File: src/rtl/mshr_pkg.sv
package mshr_pkg;

    typedef enum logic [1:0] {
        HOLD_NONE   = 2'd0,
        HOLD_FULL   = 2'd1,
        HOLD_CLASH  = 2'd2,
        HOLD_RETIRE = 2'd3
    } hold_why_e;

    function automatic logic is_hold(input hold_why_e why);
        return why != HOLD_NONE;
    endfunction

endpackage

File: src/rtl/mshr_match.sv
module mshr_match #(
    parameter int unsigned N_ENT = 4,
    parameter int unsigned BLK_W = 8,
    localparam int unsigned TAG_W = $clog2(N_ENT)
) (
    input  logic [N_ENT-1:0]       busy,
    input  logic [N_ENT*BLK_W-1:0] blk_flat,
    input  logic [BLK_W-1:0]       probe_blk,
    output logic                   hit_any,
    output logic [TAG_W-1:0]       hit_tag
);
    logic [N_ENT-1:0] hit_vec;

    for (genvar e = 0; e < N_ENT; e++) begin : g_cmp
        assign hit_vec[e] = busy[e] && (blk_flat[e*BLK_W +: BLK_W] == probe_blk);
    end

    always_comb begin
        hit_tag = '0;
        for (int e = 0; e < N_ENT; e++) begin
            if (hit_vec[e]) hit_tag = TAG_W'(e);
        end
    end

    assign hit_any = |hit_vec;
endmodule

File: src/rtl/mshr_alloc.sv
module mshr_alloc #(
    parameter int unsigned N_ENT = 4,
    localparam int unsigned TAG_W = $clog2(N_ENT)
) (
    input  logic [N_ENT-1:0] busy,
    output logic             free_any,
    output logic [TAG_W-1:0] free_tag
);
    always_comb begin
        free_any = 1'b0;
        free_tag = '0;
        for (int e = N_ENT - 1; e >= 0; e--) begin
            if (!busy[e]) begin
                free_any = 1'b1;
                free_tag = TAG_W'(e);
            end
        end
    end
endmodule

File: src/rtl/mshr_merge.sv
module mshr_merge #(
    parameter int unsigned WORDS  = 4,
    parameter int unsigned DATA_W = 16
) (
    input  logic [WORDS*DATA_W-1:0] mem_data,
    input  logic [WORDS-1:0]        st_mark,
    input  logic [WORDS*DATA_W-1:0] st_data,
    output logic [WORDS*DATA_W-1:0] merged
);
    for (genvar w = 0; w < WORDS; w++) begin : g_word
        assign merged[w*DATA_W +: DATA_W] = st_mark[w] ? st_data[w*DATA_W +: DATA_W]
                                                       : mem_data[w*DATA_W +: DATA_W];
    end
endmodule

File: src/rtl/mshr_file.sv
module mshr_file
    import mshr_pkg::*;
#(
    parameter int unsigned N_ENT  = 4,
    parameter int unsigned WORDS  = 4,
    parameter int unsigned BLK_W  = 8,
    parameter int unsigned IDX_W  = 4,
    parameter int unsigned DEST_W = 5,
    parameter int unsigned DATA_W = 16,
    localparam int unsigned TAG_W  = $clog2(N_ENT),
    localparam int unsigned WSEL_W = $clog2(WORDS),
    localparam int unsigned LINE_W = WORDS * DATA_W,
    localparam int unsigned DVEC_W = WORDS * DEST_W
) (
    input  logic              clk,
    input  logic              rst,
    input  logic              miss_valid,
    input  logic              miss_is_store,
    input  logic [BLK_W-1:0]  miss_blk,
    input  logic [IDX_W-1:0]  miss_idx,
    input  logic [WSEL_W-1:0] miss_word,
    input  logic [DEST_W-1:0] miss_dest,
    input  logic [DATA_W-1:0] miss_wdata,
    output logic              miss_stall,
    output logic              req_valid,
    output logic [BLK_W-1:0]  req_blk,
    output logic [TAG_W-1:0]  req_tag,
    input  logic              resp_valid,
    input  logic [TAG_W-1:0]  resp_tag,
    input  logic [LINE_W-1:0] resp_data,
    output logic              fill_valid,
    output logic [IDX_W-1:0]  fill_idx,
    output logic [BLK_W-1:0]  fill_blk,
    output logic [LINE_W-1:0] fill_data,
    output logic [WORDS-1:0]  fwd_mask,
    output logic [DVEC_W-1:0] fwd_dest
);
    logic [N_ENT-1:0]       busy_q;
    logic [BLK_W-1:0]       blk_q   [N_ENT];
    logic [IDX_W-1:0]       idx_q   [N_ENT];
    logic [WORDS-1:0]       ldmark_q[N_ENT];
    logic [DVEC_W-1:0]      dest_q  [N_ENT];
    logic [WORDS-1:0]       stmark_q[N_ENT];
    logic [LINE_W-1:0]      sdata_q [N_ENT];
    logic [N_ENT*BLK_W-1:0] blk_flat;

    always_comb begin
        for (int e = 0; e < N_ENT; e++) blk_flat[e*BLK_W +: BLK_W] = blk_q[e];
    end

    logic             hit_any, free_any;
    logic [TAG_W-1:0] hit_tag, free_tag, tgt;

    mshr_match #(.N_ENT(N_ENT), .BLK_W(BLK_W)) u_match (
        .busy(busy_q), .blk_flat(blk_flat), .probe_blk(miss_blk),
        .hit_any(hit_any), .hit_tag(hit_tag)
    );

    mshr_alloc #(.N_ENT(N_ENT)) u_alloc (
        .busy(busy_q), .free_any(free_any), .free_tag(free_tag)
    );

    logic [LINE_W-1:0] merged;

    mshr_merge #(.WORDS(WORDS), .DATA_W(DATA_W)) u_merge (
        .mem_data(resp_data), .st_mark(stmark_q[resp_tag]),
        .st_data(sdata_q[resp_tag]), .merged(merged)
    );

    // Classify the incoming miss
    hold_why_e         why;
    logic [DEST_W-1:0] prior_dest;
    logic              clash, retiring, accept, primary;

    assign prior_dest = dest_q[hit_tag][miss_word*DEST_W +: DEST_W];
    assign clash      = !miss_is_store && ldmark_q[hit_tag][miss_word] && (prior_dest != miss_dest);
    assign retiring   = resp_valid && (resp_tag == hit_tag);

    always_comb begin
        why = HOLD_NONE;
        if (miss_valid) begin
            if (hit_any) begin
                if (retiring)   why = HOLD_RETIRE;
                else if (clash) why = HOLD_CLASH;
            end else if (!free_any) begin
                why = HOLD_FULL;
            end
        end
    end

    assign miss_stall = is_hold(why);
    assign accept     = miss_valid && !miss_stall;
    assign primary    = accept && !hit_any;
    assign tgt        = hit_any ? hit_tag : free_tag;
    assign req_valid  = primary;
    assign req_blk    = miss_blk;
    assign req_tag    = free_tag;

    // Next contents of the target entry
    logic [WORDS-1:0]  nx_ldmark, nx_stmark;
    logic [DVEC_W-1:0] nx_dest;
    logic [LINE_W-1:0] nx_sdata;

    always_comb begin
        nx_ldmark = primary ? '0 : ldmark_q[tgt];
        nx_stmark = primary ? '0 : stmark_q[tgt];
        nx_dest   = primary ? '0 : dest_q[tgt];
        nx_sdata  = primary ? '0 : sdata_q[tgt];
        if (miss_is_store) begin
            nx_stmark[miss_word]                    = 1'b1;
            nx_sdata[miss_word*DATA_W +: DATA_W]    = miss_wdata;
        end else begin
            nx_ldmark[miss_word]                    = 1'b1;
            nx_dest[miss_word*DEST_W +: DEST_W]     = miss_dest;
        end
    end

    always_ff @(posedge clk) begin
        if (rst) begin
            busy_q     <= '0;
            fill_valid <= 1'b0;
            fill_idx   <= '0;
            fill_blk   <= '0;
            fill_data  <= '0;
            fwd_mask   <= '0;
            fwd_dest   <= '0;
            for (int e = 0; e < N_ENT; e++) begin
                blk_q[e]    <= '0;
                idx_q[e]    <= '0;
                ldmark_q[e] <= '0;
                dest_q[e]   <= '0;
                stmark_q[e] <= '0;
                sdata_q[e]  <= '0;
            end
        end else begin
            fill_valid <= 1'b0;
            if (resp_valid && busy_q[resp_tag]) begin
                fill_valid       <= 1'b1;
                fill_idx         <= idx_q[resp_tag];
                fill_blk         <= blk_q[resp_tag];
                fill_data        <= merged;
                fwd_mask         <= ldmark_q[resp_tag];
                fwd_dest         <= dest_q[resp_tag];
                busy_q[resp_tag] <= 1'b0;
            end
            if (accept) begin
                if (primary) begin
                    busy_q[tgt] <= 1'b1;
                    blk_q[tgt]  <= miss_blk;
                    idx_q[tgt]  <= miss_idx;
                end
                ldmark_q[tgt] <= nx_ldmark;
                stmark_q[tgt] <= nx_stmark;
                dest_q[tgt]   <= nx_dest;
                sdata_q[tgt]  <= nx_sdata;
            end
        end
    end
endmodule

File: config.mk
export PLATFORM = sky130hd
export DESIGN_NAME = mshr_file
export DESIGN_NICKNAME = d
export VERILOG_FILES = /design/src/rtl/mshr_pkg.sv /design/src/rtl/mshr_match.sv /design/src/rtl/mshr_alloc.sv /design/src/rtl/mshr_merge.sv /design/src/rtl/mshr_file.sv
export SDC_FILE = /design/constraint.sdc
export NUM_CORES = 1
export LEC_CHECK = 0
export BUFFER_PORTS_ARGS = -buffer_cell sky130_fd_sc_hd__buf_2
export CAP_MARGIN = 20
export CORE_ASPECT_RATIO = 0.75
export CORE_UTILIZATION = 65
export DETAILED_ROUTE_END_ITERATION = 7
export PLACE_DENSITY = 0.86
export SYNTH_ARGS = -nofsm -noshare
export SYNTH_HDL_FRONTEND = slang
export SYNTH_SLANG_ARGS = --single-unit
File: constraint.sdc
create_clock -name clk -period 36 [get_ports clk]
set_input_delay 7.2 -clock clk [delete_from_list [all_inputs] [get_ports clk]]
set_output_delay 7.2 -clock clk [all_outputs]
set_load 0.05 [all_outputs]
Word level (Yosys, flattened, before mapping)
Memories as Yosys holds them, arrays and structs flattened. A register that Yosys moved wholly into a read port is not among the register bits.
Index checks and enable logic that the tools add are counted.
W data, S select, Z words.

word-level totals
  RAM bits = 416
  memories = 6
  input bits = 106
  output and inout bits = 113
  register bits after elaboration = 69

memory list
  name      depth  width  read ports  clocked after Yosys merged registers in  wr ports  line             text
  sdata_q   4      64     2           0                                        4         mshr_file.sv:44  logic [LINE_W-1:0] sdata_q [N_ENT];
  dest_q    4      20     3           1                                        4         mshr_file.sv:42  logic [DVEC_W-1:0] dest_q [N_ENT];
  blk_q     4      8      5           1                                        4         mshr_file.sv:39  logic [BLK_W-1:0] blk_q [N_ENT];
  idx_q     4      4      1           1                                        4         mshr_file.sv:40  logic [IDX_W-1:0] idx_q [N_ENT];
  ldmark_q  4      4      3           1                                        4         mshr_file.sv:41  logic [WORDS-1:0] ldmark_q[N_ENT];
  stmark_q  4      4      2           0                                        4         mshr_file.sv:43  logic [WORDS-1:0] stmark_q[N_ENT];

operators by class
  equal/unequal tests = 6
  order comparisons = 6
  shift operators = 5
  multiply operators = 1
  multiplexer cells = 73
  reduce and logical (&&, ||, !) cells = 24
  add/sub/neg operators = 2
  bitwise logic cells = 5

operators with widths
  kind                        count
  $mux W64                    3
  $bwmux W64                  1
  $mux W16                    4
  $reduce_or A64 Y1           1
  $shift A16 B34 Y64 const A  1
  $shiftx A16 B34 Y64         1
  $mux W20                    3
  $mux W4                     11
  $mux W2                     17
  $neg A5 Y34                 1
  $neg A6 Y34                 1
  $shift A5 B34 Y20 const A   1
  $shiftx A5 B34 Y20          1
  $eq A8 B8 Y1                4
  $mux W1                     27
  $bwmux W20                  1
  $reduce_or A20 Y1           1
  $shiftx A20 B6 Y5           1
  $reduce_or A4 Y1            4
  $logic_and A1 B1 Y1         13
  $or A4 B4 Y4                3
  $lt A2 B3 Y1 const B        3
  $mux W8                     1
  $reduce_or A8 Y1            1
  other kinds (10)            17

Depth between registers and ports, before layout
Gate-level depths: netlist of run 1.
An unclocked memory read counts as a cell.

  depth in word-level cells = 25
  depth in mapped cells = 17

Hierarchy
From an unflattened synthesis of run 1, not the netlist that was laid out.

second synthesis, totals
  cell total of the unflattened synthesis = 2072
  area, all modules = 27863.0 sq um

modules (own cells, without submodules)
  module      cells an instance  times used  area an instance (sq um)  sequential area each (sq um)
  mshr_file   1945               1           26445.4                   14594.0
  mshr_merge  72                 1           996.0                     0.0
  mshr_match  50                 1           392.9                     0.0
  mshr_alloc  5                  1           28.8                      0.0

Least setup slack after synthesis of run 1
Ideal clock, no wire load.

  kind = input to register
  start = input port miss_blk[2]
  end = memory dest_q[3][0] (netlist bit), enable pin
  required time = 35.208 ns
  setup slack = 16.273 ns
  arrival time = 18.935 ns
  buffers on the path = 5
  stages on the path = 14
  cells stage by stage = buf_2 xnor2_2 nand4_4 or3_1 buf_2 buf_6 a311o_1 a32oi_1 xor2_1 a2111oi_2 a31oi_1 buf_6 buf_2 o41ai_1

RTL lines
  item             line             text
  start, declared  mshr_file.sv:19  input logic [BLK_W-1:0] miss_blk,
  end, declared    mshr_file.sv:42

Worst setup path after layout of run 1
  start = input port miss_blk[3]
  end = output port miss_stall

between the ends
  word-level cells in the longest chain between the ends = 15
  elaborated cells on any way between the ends = 27

RTL lines
  item                                                     line             text
  branches (longest 12 deep; another with $mem_v2 Z4 W20)  --
  $mux W2 *                                                mshr_file.sv:82  if (hit_any) begin
  $mux W2 *                                                mshr_file.sv:81  if (miss_valid) begin
  $reduce_bool A2 Y1 *                                     mshr_pkg.sv:11   return why != HOLD_NONE;
  end, declared                                            mshr_file.sv:24  output logic miss_stall,

Mark *: on every way between the ends. The select of a mux whose other input is x is not followed.

==> implementation parameters, run 1 <==
Parameter                              Value

Status
  Status    finished clean

Clocking
  Number of H-tree branching levels    2
  Clk root buf    sky130_fd_sc_hd__clkbuf_16
  Clk sink count    521
  Total CTS buffers    50
  Clock transition at the register clock pins on the worst setup and hold paths after CTS    0.07 ns
  Clock Path Buffers    3
  Hold buffer count at CTS    0
  CTS tree    built
  Post-CTS setup repair buffer count    0
  Post-cts sizing count    0
  Worst skew pair latency    0.60 ns

Yosys
  Synthesized netlist cell count    2572
  Unique masters post-synth    62
  Async set-reset flop share out of synthesis    0
  Synth area leaders    sky130_fd_sc_hd__edfxtp_1 45%, sky130_fd_sc_hd__mux4_2 8.5%, sky130_fd_sc_hd__dfxtp_1 7.6%, sky130_fd_sc_hd__nor4_1 6.5%, sky130_fd_sc_hd__nand2_1 6.2%
  Syn nets    2684
  Yosys warning count    0
  Count of state elements after synthesis    521
  Synthesized area per cell    10.79 um^2
  Synth area leader    sky130_fd_sc_hd__edfxtp_1
  Combined area of all synthesized cells    27760 um^2
  Most common flop cell mapped by yosys    sky130_fd_sc_hd__edfxtp_1
  Proportion of netlist area held by the largest area contributor    0.4499
  Number of enable-type register cells in the synthesized netlist    416
  Proportion of synthesized chip area in sequential cells    0.5256

Place
  Final GP Congestion    0.9782
  Instance count after placement with tap cells included    3102
  HPWL reported at the end of detailed placement    50920 um
  IO Port Bufs    218

Floorplanning
  Vertical extent of the die    181.0 um
  Initial Util    0.6603
  Area of the placeable core    42050 um^2
  Ports    219
  Die footprint    43550 um^2
  Cell row count    65
  Horizontal die dimension    240.6 um

Timing
  Min cycle time layout    18.08 ns
  Fraction of the cycle the final worst path needs    0.5022
  Setup_tns    0 ns
  Number of endpoints with negative hold slack in the final report    0
  Tightest Pin Transition    1.275 ns
  Pins over their slew limit    0
  RSZ-0062 raised after global routing    false
  Hold Slack    0.4524 ns
  Largest clock skew in the final design    0.01953 ns
  Rel. slew slack    0.1431
  Setup violations, final    0
  Fmax    55.31 MHz

Min path
  Hold wc startpoint    fill_blk[4]
  Path type of the worst min-delay path    register to register
  Hold Path Cell Cnt    2

GRT
  Total global-route track usage    0.3921
  GRT Residual Overflow    0
  Pin count of the biggest net entering global routing    122
  Wire length of the first global-routing pass    130500 um
  Antenna violations before repair    3
  Via count of the first global-routing pass    22640

Cells and area
  Filler-free cell count of the finished design    3204
  Post-layout utilization of the core    0.7237
  Area growth syn-to-layout    9.603%
  Fraction of final layout cells with drive strength greater than 1    0.1815
  Fill count    2736
  Net count, final    2704

Pwr
  Fraction of power consumed by combinational cells    0.157
  Sequential share of power    0.478
  Internal portion of total power    0.001071 W
  Net load switching power    0.0004193 W
  Sw Ratio    0.2813
  Power density relative to cell area    48.98 nW/um^2
  Part of the power in the clock network    0.364
  Total leakage power    10.53 nW
  Max rail drop VDD    42.70 uV

Routing
  Final antenna-violating net count    0
  Drt pass-1 iters    7
  Number of vias after detailed routing    23730
  Wire length after detailed routing    85830 um
  DRC errors left    0
  First DRT Iteration DRCs    3860
  Average wire length per cell after detail routing    26.79 um
  Via/cell ratio    7.405

Setup path
  Worst flop-to-flop path startpoint    blk_q[1][3]
  R2R setup slack    28.52 ns
  Highest fanout seen on the critical path    11
  Req. time, crit path    28.80 ns
  Critical Path Start Type    input pin
  Classification of the worst setup path    input pin to output port
  Worst r2r path cells    16
  Launching instance or port of the critical path    miss_blk[3]
  Arrival time of the worst setup path    10.88 ns
  Critical Path End Type    output port

Run
  Maximum Capacitance Violations    0
logic make-up after synthesis:
| kind of cell | Yosys count | share of synthesized area |
|---|---|---|
| flip-flops | 521 | 0.5256 |
| XOR/XNOR | 37 | 0.01356 |
| adder cells (fa/ha/maj) | 6 | 0.002704 |
| AO/OA/AOI/OAI | 305 | 0.08148 |
| multiplexers | 201 | 0.1199 |
| buffers and inverters | 309 | 0.05182 |
| AND/OR/NAND/NOR | 1193 | 0.2049 |
worst paths after layout:
kind,to
setup / recovery,miss_stall
hold reg to reg,fill_blk[4]
hold / removal,fill_blk[4]
setup reg to reg,sdata_q[0][0]
metrics by stage:
stage          worst slack, ns  power [W]  area (um^2)
3_3_place_gp             17.90  0.0009397        28630
3_5_place_dp             17.78  0.0009490        28630
5_1_grt                  17.81   0.001524        30430
2_1_floorplan            16.27  0.0008823        27760
4_1_cts                  17.76   0.001478        30290
6_report                 17.92   0.001491        30430
state kept, by name, summed over array words and instances (netlist names), 8 cells and up:
| name | cells |
|---|---|
| fill_blk | 8 |
| fill_data | 64 |
| sdata_q | 256 |
| dest_q | 80 |
| idx_q | 16 |
| ldmark_q | 16 |
| fwd_dest | 20 |
| stmark_q | 16 |
| blk_q | 32 |
final cells by class:
| class | instances | area [um^2] | area share |
|---|---|---|---|
| Timing Repair Buffer | 262 | 1511 | 0.04967 |
| Tap cell | 569 | 711.9 | 0.02340 |
| Clock inverter | 22 | 244.0 | 0.008018 |
| Sequential cell | 521 | 14590 | 0.4796 |
| Inverter | 15 | 56.30 | 0.001850 |
| Clock buffer | 71 | 1423 | 0.04675 |
| Antenna cell | 2 | 5.005 | 0.0001645 |
| Multi-Input combinational cell | 1742 | 11890 | 0.3906 |
power by group through the flow:
stage	clock, W	combinational, W	sequential, W
2_1_floorplan	0	0.000140	0.000742
3_3_place_gp	0	0.000219	0.000721
3_5_place_dp	0	0.000226	0.000723
4_1_cts	0.000540	0.000227	0.000711
5_1_grt	0.000563	0.000246	0.000715
6_report	0.000543	0.000235	0.000713
Yosys cell counts (all sizes together), types with 88 or more instances:
| cell type | n |
|---|---|
| nand2 | 458 |
| edfxtp | 416 |
| nor4 | 290 |
| clkbuf | 193 |
| nand3 | 173 |
| nor2 | 126 |
| nor3 | 113 |
| dfxtp | 105 |
| mux4 | 105 |
| buf | 101 |
| mux2i | 93 |
| a32oi | 88 |
per-layer routing:
| metal | GRT usage | wire, um |
|---|---|---|
| met1 | 0.5322 | 29950 |
| met5 | 0 | 21 |
| met3 | 0.1166 | 13680 |
| met2 | 0.5881 | 38610 |
| met4 | 0.1689 | 3577 |
critical path, stage by stage:
cell                        delay (ns)
sky130_fd_sc_hd__buf_2            0.16
sky130_fd_sc_hd__xnor2_1          0.22
sky130_fd_sc_hd__nand4_1          0.48
sky130_fd_sc_hd__nor3_2           0.66
sky130_fd_sc_hd__buf_6            0.23
sky130_fd_sc_hd__nand2_1          0.08
sky130_fd_sc_hd__a311o_1          0.36
sky130_fd_sc_hd__a32oi_1          0.25
sky130_fd_sc_hd__xor2_1           0.15
sky130_fd_sc_hd__a2111oi_2        0.48
sky130_fd_sc_hd__a31oi_4          0.18
sky130_fd_sc_hd__and2_1           0.19
sky130_fd_sc_hd__buf_2            0.20
placed cells by master, fill, tap and decap left out, types with 3 or more instances in the layout:
cell type and n:
sky130_fd_sc_hd__nand3_1 172, sky130_fd_sc_hd__o31ai_1 6, sky130_fd_sc_hd__and3_1 4, sky130_fd_sc_hd__a311oi_1 7
sky130_fd_sc_hd__edfxtp_1 416, sky130_fd_sc_hd__a211oi_1 71, sky130_fd_sc_hd__a21oi_1 64, sky130_fd_sc_hd__clkinv_1 7
sky130_fd_sc_hd__ha_1 6, sky130_fd_sc_hd__clkbuf_1 14, sky130_fd_sc_hd__a21oi_2 3, sky130_fd_sc_hd__mux2i_1 93
sky130_fd_sc_hd__nor4_1 290, sky130_fd_sc_hd__nor2b_1 4, sky130_fd_sc_hd__a32oi_1 88, sky130_fd_sc_hd__clkinv_2 8
sky130_fd_sc_hd__xor2_1 4, sky130_fd_sc_hd__nor2_1 125, sky130_fd_sc_hd__buf_16 4, sky130_fd_sc_hd__a31oi_1 7
sky130_fd_sc_hd__bufinv_16 5, sky130_fd_sc_hd__o31ai_4 3, sky130_fd_sc_hd__nand2_1 453, sky130_fd_sc_hd__o211ai_1 8
sky130_fd_sc_hd__clkbuf_8 5, sky130_fd_sc_hd__mux4_2 105, sky130_fd_sc_hd__inv_1 13, sky130_fd_sc_hd__xnor2_1 26
sky130_fd_sc_hd__nor3_1 111, sky130_fd_sc_hd__buf_4 39, sky130_fd_sc_hd__clkbuf_16 52, sky130_fd_sc_hd__o21ai_0 9
sky130_fd_sc_hd__nand2_4 5, sky130_fd_sc_hd__buf_2 217, sky130_fd_sc_hd__xnor2_2 7, sky130_fd_sc_hd__nand4_1 12
sky130_fd_sc_hd__dfxtp_1 105, sky130_fd_sc_hd__mux2_2 3, sky130_fd_sc_hd__a211o_1 5, sky130_fd_sc_hd__o22ai_1 8
Note: power is estimated with default switching activity, not from simulation.
==> inputs of run 2 (changes only) <==
Settings changed: CORE_UTILIZATION 65 to 55, PLACE_DENSITY 0.86 to 0.78.
Clock period 36 ns to 16.5 ns, I/O delays scaled along.
==> implementation parameters, run 2 (same netlist as run 1, synthesis figures left out) <==
Parameter                              Value

Pwr
  Internal portion of total power    0.002346 W (was 0.001071 W)
  Tot Pwr    0.003290 W (was 0.001491 W)
  Part of the power in the clock network    0.372 (was 0.364)
  Sequential share of power    0.472 (was 0.478)
  Sw Ratio    0.2869 (was 0.2813)
  Net load switching power    0.0009439 W (was 0.0004193 W)
  Max rail drop VDD    79.53 uV (was 42.70 uV)
  Total leakage power    10.51 nW (was 10.53 nW)
  Fraction of power consumed by combinational cells    0.155 (was 0.157)
  Power density relative to cell area    107.9 nW/um^2 (was 48.98 nW/um^2)

Timing
  Rel. slew slack    0.06596 (was 0.1431)
  Setup violations, final    0 (unchanged)
  Hold Slack    0.4506 ns (was 0.4524 ns)
  Setup_tns    0 ns (unchanged)
  Number of endpoints with negative hold slack in the final report    0 (unchanged)
  Tightest Pin Transition    1.401 ns (was 1.275 ns)
  Fmax    90.67 MHz
  Fraction of the cycle the final worst path needs    0.6684
  Min cycle time layout    11.03 ns
  RSZ-0062 raised after global routing    false (unchanged)
  Pins over their slew limit    0 (unchanged)
  Largest clock skew in the final design    0.03177 ns (was 0.01953 ns)
  Worst setup margin    5.471 ns (was 17.92 ns)

Routing
  Routed wire length on met2    37940 um (was 38610 um)
  Drt pass-1 iters    8 (was 7)
  Top routing layer in use    met4 (was met5)
  DR WL met3    12580 um (was 13680 um)
  Final antenna-violating net count    0 (unchanged)
  DRC errors left    0 (unchanged)
  First DRT Iteration DRCs    3819 (was 3860)
  Number of vias after detailed routing    23260 (was 23730)
  Wire length on met1    32520 um (was 29950 um)
  Via/cell ratio    7.100 (was 7.405)
  Average wire length per cell after detail routing    26.23 um (was 26.79 um)
  Wire length after detailed routing    85920 um (was 85830 um)

Place
  Final GP Congestion    0.9353 (was 0.9782)
  HPWL reported at the end of detailed placement    49460 um (was 50920 um)
  IO Port Bufs    218 (unchanged)
  Pre-CTS worst setup slack    5.561 ns (was 17.78 ns)

Clocking
  Total CTS buffers    52 (was 50)
  Post-cts sizing count    0 (unchanged)
  Post-CTS setup repair buffer count    0 (unchanged)
  Clk sink count    521 (unchanged)
  Hold buffer count at CTS    0 (unchanged)
  Clock transition at the register clock pins on the worst setup and hold paths after CTS    0.06 ns (was 0.07 ns)
  Worst skew pair latency    0.63 ns (was 0.60 ns)
  Number of H-tree branching levels    2 (unchanged)
  CTS tree    built (unchanged)
  Clock Path Buffers    3 (unchanged)
  Clk root buf    sky130_fd_sc_hd__clkbuf_16 (unchanged)

Setup path
  Classification of the worst setup path    input pin to output port (unchanged)
  Destination of the worst register-to-register timing path    dest_q[3][9] (was sdata_q[0][0])
  R2R setup slack    9.60 ns (was 28.52 ns)
  Critical Path End Type    output port (unchanged)
  Highest fanout seen on the critical path    30 (was 11)
  Worst r2r path cells    12 (was 16)
  Arrival time of the worst setup path    7.73 ns (was 10.88 ns)
  Worst flop-to-flop path startpoint    blk_q[1][3] (unchanged)
  Destination of the critical timing path    miss_stall (unchanged)
  Launching instance or port of the critical path    miss_blk[3] (unchanged)
  Req. time, crit path    13.20 ns (was 28.80 ns)
  Critical Path Start Type    input pin (unchanged)

Floorplanning
  Vertical extent of the die    196.6 um (was 181.0 um)
  Die footprint    51390 um^2 (was 43550 um^2)
  Area of the placeable core    49310 um^2 (was 42050 um^2)
  Horizontal die dimension    261.4 um (was 240.6 um)
  Initial Util    0.5631 (was 0.6603)
  Cell row count    70 (was 65)
  Ports    219 (unchanged)

Min path
  Hold wc startpoint    fwd_dest[14] (was fill_blk[4])
  Path type of the worst min-delay path    register to register (unchanged)

Cells and area
  Antenna Diode Count    0 (was 2)
  Fraction of final layout cells with drive strength greater than 1    0.1819 (was 0.1815)
  Register with the most flip-flops    sdata_q (unchanged)
  Fill count    3794 (was 2736)
  Most used cells in the layout excluding fill and tap cells    453 x sky130_fd_sc_hd__nand2_1, 416 x sky130_fd_sc_hd__edfxtp_1, 290 x sky130_fd_sc_hd__nor4_1, 215 x sky130_fd_sc_hd__buf_2, 172 x sky130_fd_sc_hd__nand3_1 (was 453 x sky130_fd_sc_hd__nand2_1, 416 x sky130_fd_sc_hd__edfxtp_1, 290 x sky130_fd_sc_hd__nor4_1, 217 x sky130_fd_sc_hd__buf_2, 172 x sky130_fd_sc_hd__nand3_1)
  Area growth syn-to-layout    9.869% (was 9.603%)
  Net count, final    2696 (was 2704)
  Registers with the highest flip-flop counts    sdata_q: 256 flops, dest_q: 80 flops, fill_data: 64 flops (unchanged)
  Number of flip-flops in the largest register    256 (unchanged)
  Leading cell type in the layout, fill and taps excluded    sky130_fd_sc_hd__nand2_1 (unchanged)

GRT
  Pin count of the biggest net entering global routing    275 (was 122)
  Wire length of the first global-routing pass    129900 um (was 130500 um)
  Total global-route track usage    0.3297 (was 0.3921)
  Via count of the first global-routing pass    22090 (was 22640)
  Antenna violations before repair    1 (was 3)
  GRT Residual Overflow    0 (unchanged)

Status
  Status    finished clean (unchanged)

Run
  Maximum Capacitance Violations    0 (unchanged)
run 2: cell count changes in the layout (fill, tap and decap cells not counted), sizes merged:
cell	previous run	this run
clkinv	15	18
diode	2	0
inv	15	17
buf	262	252
bufinv	5	4
clkbuf	71	72
run 2: layer usage:
layer / up-vias / track usage
met3: 261 / 0.09221
met5: - / 0
met4: 0 / 0.1191
li1: 9966 / -
met2: 1838 / 0.4848
met1: 11190 / 0.4674
run 2: cell type report:
cell class / count / area, um^2 / area share
sequential: 521 / 14590 / 0.4784
multi-input combinational: 1742 / 11890 / 0.3897
clock buffer: 72 / 1466 / 0.04807
timing repair buffer: 252 / 1415 / 0.04639
tap: 648 / 810.8 / 0.02658
clock inverter: 26 / 274.0 / 0.008983
inverter: 15 / 56.30 / 0.001846
run 2: worst min-delay path by stage:
stage                        end  slack [ns]  cells past startpoint
finish              fwd_dest[14]        0.45                      2
global route        fwd_dest[19]        0.47                      2
CTS                  fwd_dest[0]        0.46                      2
detailed placement   fill_blk[5]        0.45                      2
global placement     fill_blk[0]        0.44                      2
floorplan              busy_q[1]        0.51                      2
run 2: stage by stage:
step / utilization / instance area, um^2 / std cells
6_report: 0.6186 / 30500 / 3276
5_1_grt: 0.6186 / 30500 / 3276
4_1_cts: 0.6179 / 30470 / 3274
3_5_place_dp: 0.5826 / 28730 / 3176
3_3_place_gp: 0.5826 / 28730 / 3176
2_1_floorplan: - / 27760 / 2572
run 2: power groups by stage:
stage | sequential (W) | combinational [W] | clock, W
2_1_floorplan | 0.00162 | 0.000306 | 0
3_3_place_gp | 0.00157 | 0.000485 | 0
3_5_place_dp | 0.00158 | 0.000497 | 0
4_1_cts | 0.00155 | 0.000500 | 0.00123
5_1_grt | 0.00156 | 0.000538 | 0.00128
6_report | 0.00155 | 0.000511 | 0.00122
run 2: worst max-delay path: stages:
cell and delay (ns):
sky130_fd_sc_hd__buf_2 0.16, sky130_fd_sc_hd__xnor2_1 0.22, sky130_fd_sc_hd__nand4_1 0.51, sky130_fd_sc_hd__nor3_2 1.01, sky130_fd_sc_hd__mux2i_1 0.30, sky130_fd_sc_hd__a21oi_1 0.09, sky130_fd_sc_hd__mux4_2 0.47, sky130_fd_sc_hd__xor2_1 0.16
sky130_fd_sc_hd__a21oi_1 0.13, sky130_fd_sc_hd__a31oi_4 0.85, sky130_fd_sc_hd__and2_1 0.24, sky130_fd_sc_hd__buf_2 0.26
